$ cat src/rtl/xfer_pkg.sv
package xfer_pkg;
  localparam int CTRL_GO_BIT     = 0;
  localparam int CTRL_STREAM_BIT = 1;
  localparam int CTRL_SYNC_BIT   = 2;
  localparam int CTRL_ADDR_LSB   = 24;
  localparam int STAT_BUSY_BIT   = 4;
  localparam int WDATA_LSB       = 8;
  localparam int SYM_W           = 8;

  localparam int OFS_CTRL  = 0;
  localparam int OFS_WDATA = 1;
  localparam int OFS_FMT   = 2;
  localparam int OFS_STAT  = 3;
  localparam int OFS_RBACK = 4;

  typedef enum logic [2:0] {
    ST_IDLE,
    ST_SYNC,
    ST_ALOAD,
    ST_ASHIFT,
    ST_DLOAD,
    ST_DSHIFT,
    ST_END
  } seq_state_t;
endpackage

$ cat src/rtl/xfer_regs.sv
module xfer_regs
  import xfer_pkg::*;
#(
  parameter int BUS_W  = 32,
  parameter int ADDR_W = 5,
  parameter int TA_W   = 8,
  parameter int DW     = 16
) (
  input  logic              clk,
  input  logic              rst_n,
  input  logic              bus_we,
  input  logic [ADDR_W-1:0] bus_addr,
  input  logic [BUS_W-1:0]  bus_wdata,
  output logic [BUS_W-1:0]  bus_rdata,
  input  logic              busy,
  input  logic              rb_we,
  input  logic [DW-1:0]     rb_din,
  output logic [TA_W-1:0]   tgt_addr,
  output logic              go,
  output logic              stream,
  output logic              sync_req,
  output logic              sym8,
  output logic [DW-1:0]     wdata
);
  localparam int WORD_W = ADDR_W - 2;
  localparam int LOW_W  = 8;

  logic [WORD_W-1:0] word;
  logic              aligned;
  logic              ctrl_en, wd_en, fmt_en;
  logic [TA_W-1:0]   addr_q;
  logic [LOW_W-1:0]  low_q;
  logic [DW-1:0]     wd_q;
  logic              fmt_q;
  logic [DW-1:0]     rb_q;

  assign word    = bus_addr[ADDR_W-1:2];
  assign aligned = (bus_addr[1:0] == 2'b00);
  assign ctrl_en = bus_we && aligned && (word == WORD_W'(OFS_CTRL));
  assign wd_en   = bus_we && aligned && (word == WORD_W'(OFS_WDATA));
  assign fmt_en  = bus_we && aligned && (word == WORD_W'(OFS_FMT));

  always_ff @(posedge clk or negedge rst_n) begin
    if (!rst_n) begin
      addr_q <= '0;
      low_q  <= '0;
    end else if (ctrl_en) begin
      addr_q <= bus_wdata[CTRL_ADDR_LSB +: TA_W];
      low_q  <= bus_wdata[LOW_W-1:0];
    end
  end

  always_ff @(posedge clk or negedge rst_n) begin
    if (!rst_n) wd_q <= '0;
    else if (wd_en) wd_q <= bus_wdata[WDATA_LSB +: DW];
  end

  always_ff @(posedge clk or negedge rst_n) begin
    if (!rst_n) fmt_q <= 1'b0;
    else if (fmt_en) fmt_q <= bus_wdata[0];
  end

  always_ff @(posedge clk or negedge rst_n) begin
    if (!rst_n) rb_q <= '0;
    else if (rb_we) rb_q <= rb_din;
  end

  always_comb begin
    bus_rdata = '0;
    if (aligned) begin
      case (word)
        WORD_W'(OFS_CTRL): begin
          bus_rdata[CTRL_ADDR_LSB +: TA_W] = addr_q;
          bus_rdata[LOW_W-1:0]            = low_q;
        end
        WORD_W'(OFS_WDATA): bus_rdata[WDATA_LSB +: DW] = wd_q;
        WORD_W'(OFS_FMT):   bus_rdata[0] = fmt_q;
        WORD_W'(OFS_STAT):  bus_rdata[STAT_BUSY_BIT] = busy;
        WORD_W'(OFS_RBACK): bus_rdata[DW-1:0] = rb_q;
        default:            bus_rdata = '0;
      endcase
    end
  end

  assign tgt_addr = addr_q;
  assign go       = low_q[CTRL_GO_BIT];
  assign stream   = low_q[CTRL_STREAM_BIT];
  assign sync_req = low_q[CTRL_SYNC_BIT];
  assign sym8     = fmt_q;
  assign wdata    = wd_q;
endmodule

$ cat src/rtl/xfer_shift.sv
module xfer_shift #(
  parameter int DW       = 16,
  parameter int CNT_W    = 5,
  parameter int HALF_DIV = 2
) (
  input  logic             clk,
  input  logic             rst_n,
  input  logic             load,
  input  logic [DW-1:0]    load_word,
  input  logic [CNT_W-1:0] load_bits,
  input  logic             miso,
  output logic             sclk,
  output logic             mosi,
  output logic             done,
  output logic [DW-1:0]    rx
);
  localparam int DIV_W = (HALF_DIV > 1) ? $clog2(HALF_DIV) : 1;

  logic             active_q, active_d;
  logic             sclk_q, sclk_d;
  logic [DIV_W-1:0] div_q, div_d;
  logic [CNT_W-1:0] left_q, left_d;
  logic [DW-1:0]    sr_q, sr_d;
  logic [DW-1:0]    rx_q, rx_d;
  logic             done_q, done_d;
  logic             tick;

  assign tick = (div_q == DIV_W'(HALF_DIV - 1));

  always_comb begin
    active_d = active_q;
    sclk_d   = sclk_q;
    div_d    = div_q;
    left_d   = left_q;
    sr_d     = sr_q;
    rx_d     = rx_q;
    done_d   = 1'b0;
    if (load) begin
      active_d = 1'b1;
      sclk_d   = 1'b0;
      div_d    = '0;
      left_d   = load_bits;
      sr_d     = load_word;
    end else if (active_q) begin
      if (tick) begin
        div_d = '0;
        if (!sclk_q) begin
          sclk_d = 1'b1;
          rx_d   = {rx_q[DW-2:0], miso};
        end else begin
          sclk_d = 1'b0;
          sr_d   = {sr_q[DW-2:0], 1'b0};
          left_d = left_q - CNT_W'(1);
          if (left_q == CNT_W'(1)) begin
            active_d = 1'b0;
            done_d   = 1'b1;
          end
        end
      end else begin
        div_d = div_q + DIV_W'(1);
      end
    end
  end

  always_ff @(posedge clk or negedge rst_n) begin
    if (!rst_n) begin
      active_q <= 1'b0;
      sclk_q   <= 1'b0;
      div_q    <= '0;
      left_q   <= '0;
      sr_q     <= '0;
      rx_q     <= '0;
      done_q   <= 1'b0;
    end else begin
      active_q <= active_d;
      sclk_q   <= sclk_d;
      div_q    <= div_d;
      left_q   <= left_d;
      sr_q     <= sr_d;
      rx_q     <= rx_d;
      done_q   <= done_d;
    end
  end

  assign sclk = sclk_q;
  assign mosi = active_q ? sr_q[DW-1] : 1'b0;
  assign done = done_q;
  assign rx   = rx_q;
endmodule

$ cat src/rtl/xfer_seq.sv
module xfer_seq
  import xfer_pkg::*;
#(
  parameter int TA_W  = 8,
  parameter int DW    = 16,
  parameter int CNT_W = 5
) (
  input  logic             clk,
  input  logic             rst_n,
  input  logic             go,
  input  logic             stream,
  input  logic             sync_req,
  input  logic             sync_trig,
  input  logic             sym8,
  input  logic [TA_W-1:0]  tgt_addr,
  input  logic [DW-1:0]    wdata,
  input  logic             sh_done,
  input  logic [DW-1:0]    sh_rx,
  output logic             busy,
  output logic             cs_n,
  output logic             sh_load,
  output logic [DW-1:0]    sh_word,
  output logic [CNT_W-1:0] sh_bits,
  output logic             rb_we,
  output logic [DW-1:0]    rb_din
);
  seq_state_t      state_q, state_d;
  logic            go_q;
  logic            launch;
  logic [TA_W-1:0] fr_addr_q;
  logic            fr_sym8_q;
  logic            cs_n_q, cs_n_d;

  assign launch = go && !go_q;

  always_comb begin
    state_d = state_q;
    case (state_q)
      ST_IDLE:   if (launch) state_d = sync_req ? ST_SYNC : ST_ALOAD;
      ST_SYNC:   if (sync_trig) state_d = ST_ALOAD;
      ST_ALOAD:  state_d = ST_ASHIFT;
      ST_ASHIFT: if (sh_done) state_d = ST_DLOAD;
      ST_DLOAD:  state_d = ST_DSHIFT;
      ST_DSHIFT: if (sh_done) state_d = (stream && go) ? ST_DLOAD : ST_END;
      ST_END:    state_d = ST_IDLE;
      default:   state_d = ST_IDLE;
    endcase
  end

  always_comb begin
    cs_n_d = !((state_d == ST_ALOAD) || (state_d == ST_ASHIFT) ||
               (state_d == ST_DLOAD) || (state_d == ST_DSHIFT));
  end

  always_ff @(posedge clk or negedge rst_n) begin
    if (!rst_n) begin
      state_q <= ST_IDLE;
      go_q    <= 1'b0;
      cs_n_q  <= 1'b1;
    end else begin
      state_q <= state_d;
      go_q    <= go;
      cs_n_q  <= cs_n_d;
    end
  end

  always_ff @(posedge clk or negedge rst_n) begin
    if (!rst_n) begin
      fr_addr_q <= '0;
      fr_sym8_q <= 1'b0;
    end else if ((state_q == ST_IDLE) && launch) begin
      fr_addr_q <= tgt_addr;
      fr_sym8_q <= sym8;
    end
  end

  always_comb begin
    sh_load = (state_q == ST_ALOAD) || (state_q == ST_DLOAD);
    if (state_q == ST_ALOAD) begin
      sh_word = {fr_addr_q, {(DW-TA_W){1'b0}}};
      sh_bits = CNT_W'(TA_W);
    end else if (fr_sym8_q) begin
      sh_word = {wdata[DW-1 -: SYM_W], {(DW-SYM_W){1'b0}}};
      sh_bits = CNT_W'(SYM_W);
    end else begin
      sh_word = wdata;
      sh_bits = CNT_W'(DW);
    end
  end

  assign rb_we  = (state_q == ST_DSHIFT) && sh_done && fr_addr_q[TA_W-1];
  assign rb_din = fr_sym8_q ? {{(DW-SYM_W){1'b0}}, sh_rx[SYM_W-1:0]} : sh_rx;
  assign busy   = (state_q != ST_IDLE);
  assign cs_n   = cs_n_q;
endmodule

$ cat src/rtl/xfer_engine.sv
module xfer_engine #(
  parameter int BUS_W    = 32,
  parameter int ADDR_W   = 5,
  parameter int TA_W     = 8,
  parameter int DW       = 16,
  parameter int HALF_DIV = 2
) (
  input  logic              clk,
  input  logic              rst_n,
  input  logic              bus_we,
  input  logic [ADDR_W-1:0] bus_addr,
  input  logic [BUS_W-1:0]  bus_wdata,
  output logic [BUS_W-1:0]  bus_rdata,
  input  logic              sync_trig,
  output logic              spi_sclk,
  output logic              spi_cs_n,
  output logic              spi_mosi,
  input  logic              spi_miso
);
  localparam int CNT_W = $clog2(DW + 1);

  logic [1:0]       rst_pipe;
  logic             rst_n_sync;
  logic             busy;
  logic             rb_we;
  logic [DW-1:0]    rb_din;
  logic [TA_W-1:0]  tgt_addr;
  logic             ctrl_go, ctrl_stream, ctrl_sync, sym8;
  logic [DW-1:0]    wdata;
  logic             sh_load, sh_done;
  logic [DW-1:0]    sh_word, sh_rx;
  logic [CNT_W-1:0] sh_bits;

  always_ff @(posedge clk or negedge rst_n) begin
    if (!rst_n) rst_pipe <= 2'b00;
    else        rst_pipe <= {rst_pipe[0], 1'b1};
  end
  assign rst_n_sync = rst_pipe[1];

  xfer_regs #(.BUS_W(BUS_W), .ADDR_W(ADDR_W), .TA_W(TA_W), .DW(DW)) u_regs (
    .clk(clk), .rst_n(rst_n_sync),
    .bus_we(bus_we), .bus_addr(bus_addr), .bus_wdata(bus_wdata), .bus_rdata(bus_rdata),
    .busy(busy), .rb_we(rb_we), .rb_din(rb_din),
    .tgt_addr(tgt_addr), .go(ctrl_go), .stream(ctrl_stream), .sync_req(ctrl_sync),
    .sym8(sym8), .wdata(wdata)
  );

  xfer_seq #(.TA_W(TA_W), .DW(DW), .CNT_W(CNT_W)) u_seq (
    .clk(clk), .rst_n(rst_n_sync),
    .go(ctrl_go), .stream(ctrl_stream), .sync_req(ctrl_sync), .sync_trig(sync_trig),
    .sym8(sym8), .tgt_addr(tgt_addr), .wdata(wdata),
    .sh_done(sh_done), .sh_rx(sh_rx),
    .busy(busy), .cs_n(spi_cs_n), .sh_load(sh_load), .sh_word(sh_word), .sh_bits(sh_bits),
    .rb_we(rb_we), .rb_din(rb_din)
  );

  xfer_shift #(.DW(DW), .CNT_W(CNT_W), .HALF_DIV(HALF_DIV)) u_shift (
    .clk(clk), .rst_n(rst_n_sync),
    .load(sh_load), .load_word(sh_word), .load_bits(sh_bits), .miso(spi_miso),
    .sclk(spi_sclk), .mosi(spi_mosi), .done(sh_done), .rx(sh_rx)
  );
endmodule

$ cat config.mk
export PLATFORM = sky130hd
export DESIGN_NAME = xfer_engine
export DESIGN_NICKNAME = d
export VERILOG_FILES = /design/src/rtl/xfer_pkg.sv /design/src/rtl/xfer_regs.sv /design/src/rtl/xfer_shift.sv /design/src/rtl/xfer_seq.sv /design/src/rtl/xfer_engine.sv
export SDC_FILE = /design/constraint.sdc
export NUM_CORES = 1
export LEC_CHECK = 0
export BUFFER_PORTS_ARGS = -buffer_cell sky130_fd_sc_hd__buf_2
export CORE_MARGIN = 3
export CORE_UTILIZATION = 53
export DETAILED_ROUTE_END_ITERATION = 10
export GPL_TIMING_DRIVEN = 0
export PLACE_DENSITY = 0.75
export SETUP_SLACK_MARGIN = 0.1
export SKIP_LAST_GASP = 1
export SLEW_MARGIN = 20
export SYNTH_ARGS = -nofsm -noshare
export SYNTH_HDL_FRONTEND = slang
export SYNTH_SLANG_ARGS = --single-unit
$ cat constraint.sdc
create_clock -name clk -period 4 [get_ports clk]
set_clock_uncertainty 0.15 [all_clocks]
set_input_delay 0.2 -clock clk [delete_from_list [all_inputs] [get_ports clk]]
set_output_delay 0.2 -clock clk [all_outputs]
set_load 0.02 [all_outputs]
==> flow_summary.json, run 1 <==
{
  "status": "finished clean",
  "dpl_cell_area_um2": 5523,
  "post-layout-total-power_mw": 3.245,
  "timing.final.crit_share_pct": 61.87,
  "postCtsResizedCells": 0,
  "die_y_um": 102.9,
  "finish.net_count": 589,
  "worst-endpoint-required_ns": 3.65,
  "synth_compound_gate_area_share_pct": 11.73,
  "multiInputGateArea_um2": 2116,
  "globalRouteOverflowTotal": 0,
  "syn-instance-count": 424,
  "cpPeakStageDelay_ns": 0.44,
  "stdcell_count": 658,
  "grt_use_met3_pct": 5.345,
  "drcViolationCount": 0,
  "antenna-diode-count": 0,
  "synthDistinctLibCells": 53,
  "setup_ws_ns": 1.525,
  "synth_top_family_by_area": "multiplexers",
  "final.fill_count": 652,
  "starting_density_of_the_core_pct": 55.74,
  "crit_path_top_delay_cell": "sky130_fd_sc_hd__dfrtp_1",
  "dieArea_um2": 10590,
  "async_reset_ff_share_pct": 100.0,
  "numCtsBuffers": 9,
  "grt_util_met1_pct": 29.60,
  "antenna_violating_nets_post_route": 0,
  "timing.final.max_slew_violations": 0,
  "cts_max_path_buffers": 2,
  "clock-sinks": 106,
  "placement.setup.worst_slack_ns": 1.809,
  "hold_slack_ns": 0.1037,
  "post_synth_instance_area_um2": 4980,
  "finalHoldViolations": 0,
  "timing.critical_path.from_type": "register",
  "irDropWorstVdd_mv": 0.3187,
  "design.core.area_um2": 8934,
  "critPathArrivalTime_ns": 2.12,
  "number_of_flops_mapped_to_enable_cells_by_yosys": 0,
  "ys_seq_area_share_pct": 53.29,
  "first_pass_grt_wire_length_um": 18140,
  "num_io_pins": 77,
  "worstPathCellList": "buf_2, clkbuf_1, o311ai_0, a21oi_1, buf_2",
  "global_route.peak_usage_layer": "met2",
  "dpl.cell_count": 607,
  "post_synth_fa_ha_maj_area_fraction_pct": 0.5025,
  "setup_violating_endpoint_count_in_the_final_report": 0,
  "critical_path_peak_fanout": 10,
  "synth-main-ff-cell": "sky130_fd_sc_hd__dfrtp_1",
  "critPathBufInv": 3,
  "maxCapViolations": 0,
  "wl_per_cell_um": 16.84,
  "fmax_ghz": 0.4041,
  "firstDrtPassIters": 5,
  "share_of_cells_above_drive_strength_1_pct": 33.82,
  "clkLatencyLatePin_ns": 0.37,
  "worst_path_dominant_cell_family": "buffers and inverters",
  "max_slew.worst_pin.slew_ns": 0.8800,
  "synth-xor-area-share_pct": 1.080,
  "tightest_slew_margin_relative_to_the_limit_pct": 40.80,
  "place.detailed.hpwl_um": 7722,
  "worst-setup-path-type": "reg -> out",
  "final.min_clock_period_ns": 2.475,
  "first_global_vias": 3740,
  "die_w_um": 102.9,
  "cp-end-kind": "primary output",
  "grtUsageMet2_pct": 35.72,
  "portBuffers": 74,
  "routabilityCongestion": 0.7953,
  "post_cts.repair.setup_buffers": 0,
  "synthesis.area_per_instance_um2": 11.74,
  "via_count": 3681,
  "p_per_area_nw_per_um2": 532.4,
  "p_leak_nw": 2.926,
  "synth_simple_gate_area_share_pct": 11.66,
  "layout-area-overhead-vs-synth_pct": 22.41,
  "synth.ff_latch_count": 106,
  "register_area_um2": 2658,
  "clk_transition_reported_paths_ns": 0.09,
  "drt-vias-per-instance": 5.594,
  "final_cell_area_um2": 6096,
  "global_route.usage.total_pct": 22.21,
  "critical-path-top-cell-by-count": "sky130_fd_sc_hd__buf_2",
  "synth_warnings": 0,
  "clock-root-buffer": "sky130_fd_sc_hd__clkbuf_8",
  "htreeDepth": 3,
  "hold_path_class": "in -> reg",
  "first_iter_violations": 190,
  "postRouteWirelength_um": 11080,
  "grt_setup_unrepaired": "false",
  "grt_antenna_before_repair": 0,
  "tritoncts": "yes",
  "post_synth_mux_area_share_pct": 17.31,
  "placementRows": 34,
  "synthesized_netlist_net_count": 468,
  "largest_net_degree_at_the_start_of_global_routing": 58
}
per-stage QoR:
stage               setup TNS [ns]  utilization (%)
detailed placement               0            61.82
global route                     0            68.24
finish                           0            68.24
CTS                              0            68.24
global placement            -36.97            61.40
floorplan                        0                -
synthesized netlist by cell type (3+ instances only):
library cell,n,area [um^2]
sky130_fd_sc_hd__buf_6,3,33.78
sky130_fd_sc_hd__buf_2,10,50.05
sky130_fd_sc_hd__a21oi_1,6,30.03
sky130_fd_sc_hd__o21ai_0,27,135.1
sky130_fd_sc_hd__mux2_4,10,150.1
sky130_fd_sc_hd__dfrtp_1,105,2628
sky130_fd_sc_hd__o221ai_1,8,70.07
sky130_fd_sc_hd__nand2_1,15,56.30
sky130_fd_sc_hd__a22oi_1,15,112.6
sky130_fd_sc_hd__nor3_1,5,25.02
sky130_fd_sc_hd__inv_1,14,52.55
sky130_fd_sc_hd__mux2_2,57,641.9
sky130_fd_sc_hd__o22ai_1,8,50.05
sky130_fd_sc_hd__nand2b_1,11,68.82
sky130_fd_sc_hd__a22o_1,9,78.83
sky130_fd_sc_hd__nor4_1,3,18.77
sky130_fd_sc_hd__clkbuf_1,11,41.29
sky130_fd_sc_hd__or3_1,5,31.28
sky130_fd_sc_hd__a31oi_1,3,18.77
sky130_fd_sc_hd__and2_1,18,112.6
sky130_fd_sc_hd__nor2_1,37,138.9
sky130_fd_sc_hd__mux2i_1,7,70.07
per-layer routing:
metal  vias to the layer above  part of all wire [%]
li1                       1747                     -
met1                      1806                    44
met2                       110                    50
met3                        18                   4.7
met4                         0                   2.1
met5                         -                     0
cell type report:
type	count	area share, %
plain buffers	28	2.627
flip-flops and latches	106	43.60
repair buffers	110	12.27
well taps	108	2.217
clock inverters	4	0.9442
multi-input cells	275	34.71
inverters	15	0.9236
clock buffers	12	2.709
tightest hold or removal path: cells and delay by family:
family / cells / cell delay [ns]
and+or+nand+nor: 1 / 0.08
buffers and inverters: 1 / 0.11
AOI/OAI and AO/OA: 2 / 0.19
registers in the layout (all words and copies together) (netlist names):
signal and count:
rst_pipe 2, u_regs.tgt_addr 8, u_shift.sr_q 16, u_seq.fr_addr_q 8, u_seq.fr_sym8_q 1, u_seq.go_q 1, u_regs.low_q 8, u_regs.rb_q 16
u_shift.div_q 1, u_seq.cs_n 1, u_shift.rx 16, u_regs.sym8 1, u_regs.wdata 16, u_shift.done 1, u_shift.active_q 1, u_seq.state_q 3
u_shift.left_q 5, u_shift.sclk 1
where the power goes:
part / total (mW) / internal, mW / switching [mW]
clock network: 0.705 / 0.346 / 0.358
logic: 1.05 / 0.533 / 0.513
registers: 1.49 / 1.29 / 0.201
cell families (layout without fill, tap and decap cells):
group | Yosys count | in the layout
xor+xnor | 4 | 4
flops | 106 | 106
mux | 74 | 74
other cells | 1 | 1
compound gates | 86 | 86
simple gates | 108 | 108
fa+ha+maj | 2 | 2
buf+inv | 43 | 169
cell usage in the layout, fill, tap and decap left out, types with 2 or more instances in the layout:
cell / count
sky130_fd_sc_hd__buf_1: 2
sky130_fd_sc_hd__o221ai_1: 8
sky130_fd_sc_hd__buf_6: 3
sky130_fd_sc_hd__clkbuf_8: 12
sky130_fd_sc_hd__nand3b_1: 2
sky130_fd_sc_hd__buf_2: 84
sky130_fd_sc_hd__nor4_1: 3
sky130_fd_sc_hd__a21oi_1: 6
sky130_fd_sc_hd__o22a_1: 2
sky130_fd_sc_hd__or2_2: 2
sky130_fd_sc_hd__nand2b_1: 11
sky130_fd_sc_hd__ha_1: 2
sky130_fd_sc_hd__mux2i_1: 7
sky130_fd_sc_hd__mux2_2: 57
sky130_fd_sc_hd__a31oi_1: 3
sky130_fd_sc_hd__inv_1: 14
sky130_fd_sc_hd__dlygate4sd3_1: 35
sky130_fd_sc_hd__nor3_1: 5
sky130_fd_sc_hd__nand2_1: 15
sky130_fd_sc_hd__xnor2_1: 2
sky130_fd_sc_hd__clkbuf_1: 11
sky130_fd_sc_hd__and2_1: 18
sky130_fd_sc_hd__mux2_4: 10
sky130_fd_sc_hd__o22ai_1: 8
sky130_fd_sc_hd__dfrtp_1: 104
sky130_fd_sc_hd__nor2_1: 37
sky130_fd_sc_hd__a22oi_1: 15
sky130_fd_sc_hd__o21ai_0: 27
sky130_fd_sc_hd__or3_1: 5
sky130_fd_sc_hd__a22o_1: 9
what timing repair did:
| action | in CTS | in global routing |
|---|---|---|
| hold buffers | 35 | 0 |
| setup endpoints to repair | 0 | 0 |
| endpoints found under the hold margin | 36 | 0 |
final timing paths:
check / start / endpoint / slack, ns / depth (start not counted)
worst max-delay path: u_seq.state_q[1] / bus_rdata[4] / 1.53 / 5
worst min-delay path: sync_trig / u_seq.state_q[0] / 0.10 / 4
worst max register to register: u_seq.state_q[2] / u_shift.rx[11] / 1.89 / 7
worst min register to register: rst_pipe[1] / u_regs.tgt_addr[2] / 0.21 / 0
max in group asynchronous: rst_pipe[1] / u_seq.cs_n / 2.75 / 1
min in group asynchronous: rst_pipe[1] / u_regs.tgt_addr[2] / 0.21 / 0
Note: power is estimated with default switching activity, not from simulation.
==> run 2: changes to the inputs <==
Clock period 4 ns to 2.6 ns, I/O delays scaled along.
==> run 2 against run 1 <==
Net effect: non-clock buffer count rose by 1; setup slack got worse by 1.2 ns; global-route usage rose by 0.73 points; clock-buffer cell count fell by 2; flip-flop and latch count did not move; total power rose by 51%; sequential power rose by 53%; critical endpoint unchanged; largest cell class unchanged; largest power group unchanged.
==> flow_summary.json, run 2 (synthesis results as in run 1) <==
{
  "cp-end-kind": "primary output",
  "critPathArrivalTime_ns": 1.96,
  "drt-vias-per-instance": 5.581,
  "wl_per_cell_um": 17.12,
  "layout_commonest_cell": "sky130_fd_sc_hd__dfrtp_1",
  "cts_max_path_buffers": 2,
  "setup_violating_endpoint_count_in_the_final_report": 0,
  "fmax_ghz": 0.4474,
  "starting_density_of_the_core_pct": 55.74,
  "die_w_um": 102.9,
  "clock-sinks": 106,
  "layout-area-overhead-vs-synth_pct": 22.34,
  "final.fill_count": 679,
  "num_io_pins": 77,
  "clock-root-buffer": "sky130_fd_sc_hd__clkbuf_8",
  "first_pass_grt_wire_length_um": 18710,
  "stdcell_count": 659,
  "timing.critical_path.from_type": "register",
  "irDropWorstVdd_mv": 0.6189,
  "via_count": 3678,
  "placement.setup.worst_slack_ns": 0.5404,
  "final.min_clock_period_ns": 2.235,
  "postCtsResizedCells": 0,
  "first_iter_violations": 163,
  "clk_transition_reported_paths_ns": 0.10,
  "largest_net_degree_at_the_start_of_global_routing": 59,
  "worst-endpoint-required_ns": 2.32,
  "design.core.area_um2": 8934,
  "layout.cells.most_common_list": "sky130_fd_sc_hd__dfrtp_1, sky130_fd_sc_hd__buf_2, sky130_fd_sc_hd__mux2_2",
  "finalHoldViolations": 0,
  "drcViolationCount": 0,
  "tritoncts": "yes",
  "timing.final.max_slew_violations": 0,
  "dieArea_um2": 10590,
  "firstDrtPassIters": 5,
  "max_slew.worst_pin.slew_ns": 0.8958,
  "setup_ws_ns": 0.3649,
  "numCtsBuffers": 9,
  "status": "finished clean",
  "global_route.usage.total_pct": 22.95,
  "htreeDepth": 3,
  "grt_setup_unrepaired": "false",
  "maxCapViolations": 0,
  "globalRouteOverflowTotal": 0,
  "grt_antenna_before_repair": 0,
  "share_of_cells_above_drive_strength_1_pct": 33.94,
  "crit_path_top_delay_cell": "sky130_fd_sc_hd__o311ai_0",
  "antenna_violating_nets_post_route": 0,
  "worst-setup-path-type": "reg -> out",
  "placementRows": 34,
  "cpPeakStageDelay_ns": 0.49,
  "clkLatencyLatePin_ns": 0.37,
  "hold_path_class": "in -> reg",
  "antenna-diode-count": 0,
  "postRouteWirelength_um": 11280,
  "dpl.cell_count": 608,
  "final.setup.tns_ns": 0,
  "timing.final.crit_share_pct": 85.96,
  "worstPathCellList": "buf_6, clkbuf_1, o311ai_0, a21oi_1, buf_2",
  "portBuffers": 74,
  "place.detailed.hpwl_um": 7773,
  "die_y_um": 102.9,
  "p_per_area_nw_per_um2": 803.8,
  "routabilityCongestion": 0.8023,
  "first_global_vias": 3772,
  "p_leak_nw": 2.927,
  "tightest_slew_margin_relative_to_the_limit_pct": 39.73,
  "finish.net_count": 590,
  "critical_path_peak_fanout": 10
}
==> run 2: cell count changes in the layout (fill, tap and decap cells not counted), sizes merged <==
| cell | change |
|---|---|
| clkinvlp | -1 |
| inv | +4 |
| bufinv | -1 |
| clkbuf | -3 |
| buf | +1 |
| dlygate4sd3 | +1 |
==> run 2: per-layer routing <==
| layer | vias to the layer above | global-route usage (%) | part of all wire [%] |
|---|---|---|---|
| met3 | 11 | 5.819 | 4.5 |
| met4 | 0 | 4.880 | 0.92 |
| met1 | 1830 | 28.86 | 42 |
| met2 | 85 | 40.16 | 52 |
| met5 | - | 0 | 0 |
| li1 | 1752 | - | - |
==> run 2: cell type report <==
cell class	count	area (um^2)	area share, %
clock buffers	10	137.6	2.259
multi-input cells	275	2116	34.73
plain buffers	27	156.4	2.567
clock inverters	6	55.05	0.9037
inverters	15	56.30	0.9242
repair buffers	112	778.2	12.77
flip-flops and latches	106	2658	43.62
well taps	108	135.1	2.218
==> run 2: path summary, 6_finish.rpt <==
path                            slack, ns                 end             start  cells past startpoint
worst max register to register       0.49          u_seq.cs_n  u_seq.state_q[1]                      5
max in group asynchronous            1.59     u_regs.rb_q[14]       rst_pipe[1]                      2
worst max-delay path                 0.36        bus_rdata[4]  u_seq.state_q[2]                      5
min in group asynchronous            0.18  u_regs.tgt_addr[3]       rst_pipe[1]                      1
worst min-delay path                 0.09    u_seq.state_q[0]         sync_trig                      4
worst min register to register       0.18  u_regs.tgt_addr[3]       rst_pipe[1]                      1
==> run 2: critical path: cells and delay by family, from the launching register on <==
family | cells | cell delay [ns]
buffers and inverters | 3 | 0.56
DFF | 1 | 0.38
AOI/OAI and AO/OA | 2 | 0.64
==> run 2: through the flow <==
stage          total power, mW  util, %  hold slack, ns  area, um^2
3_5_place_dp             3.884    62.04         -0.2326        5543
6_report                 4.897    68.19         0.09448        6092
2_1_floorplan            3.481        -         -0.3156        4981
5_1_grt                  5.210    68.19         0.09514        6092
4_1_cts                  4.913    68.24         0.09047        6096
3_3_place_gp             3.797    61.41         -0.2354        5487
==> run 2: where the power goes <==
group          switching [mW]  leakage (nW)  internal, mW  total [mW]
combinational           0.805          1.45         0.822        1.63
sequential              0.294          1.38          1.99        2.28
clock                   0.589         0.100         0.397       0.986
==> run 2: what timing repair did <==
item | in CTS | in global routing
hold buffers | 36 | 0
setup buffers | 0 | 0
endpoints found under the setup margin | 0 | 1
endpoints found under the hold margin | 38 | 0
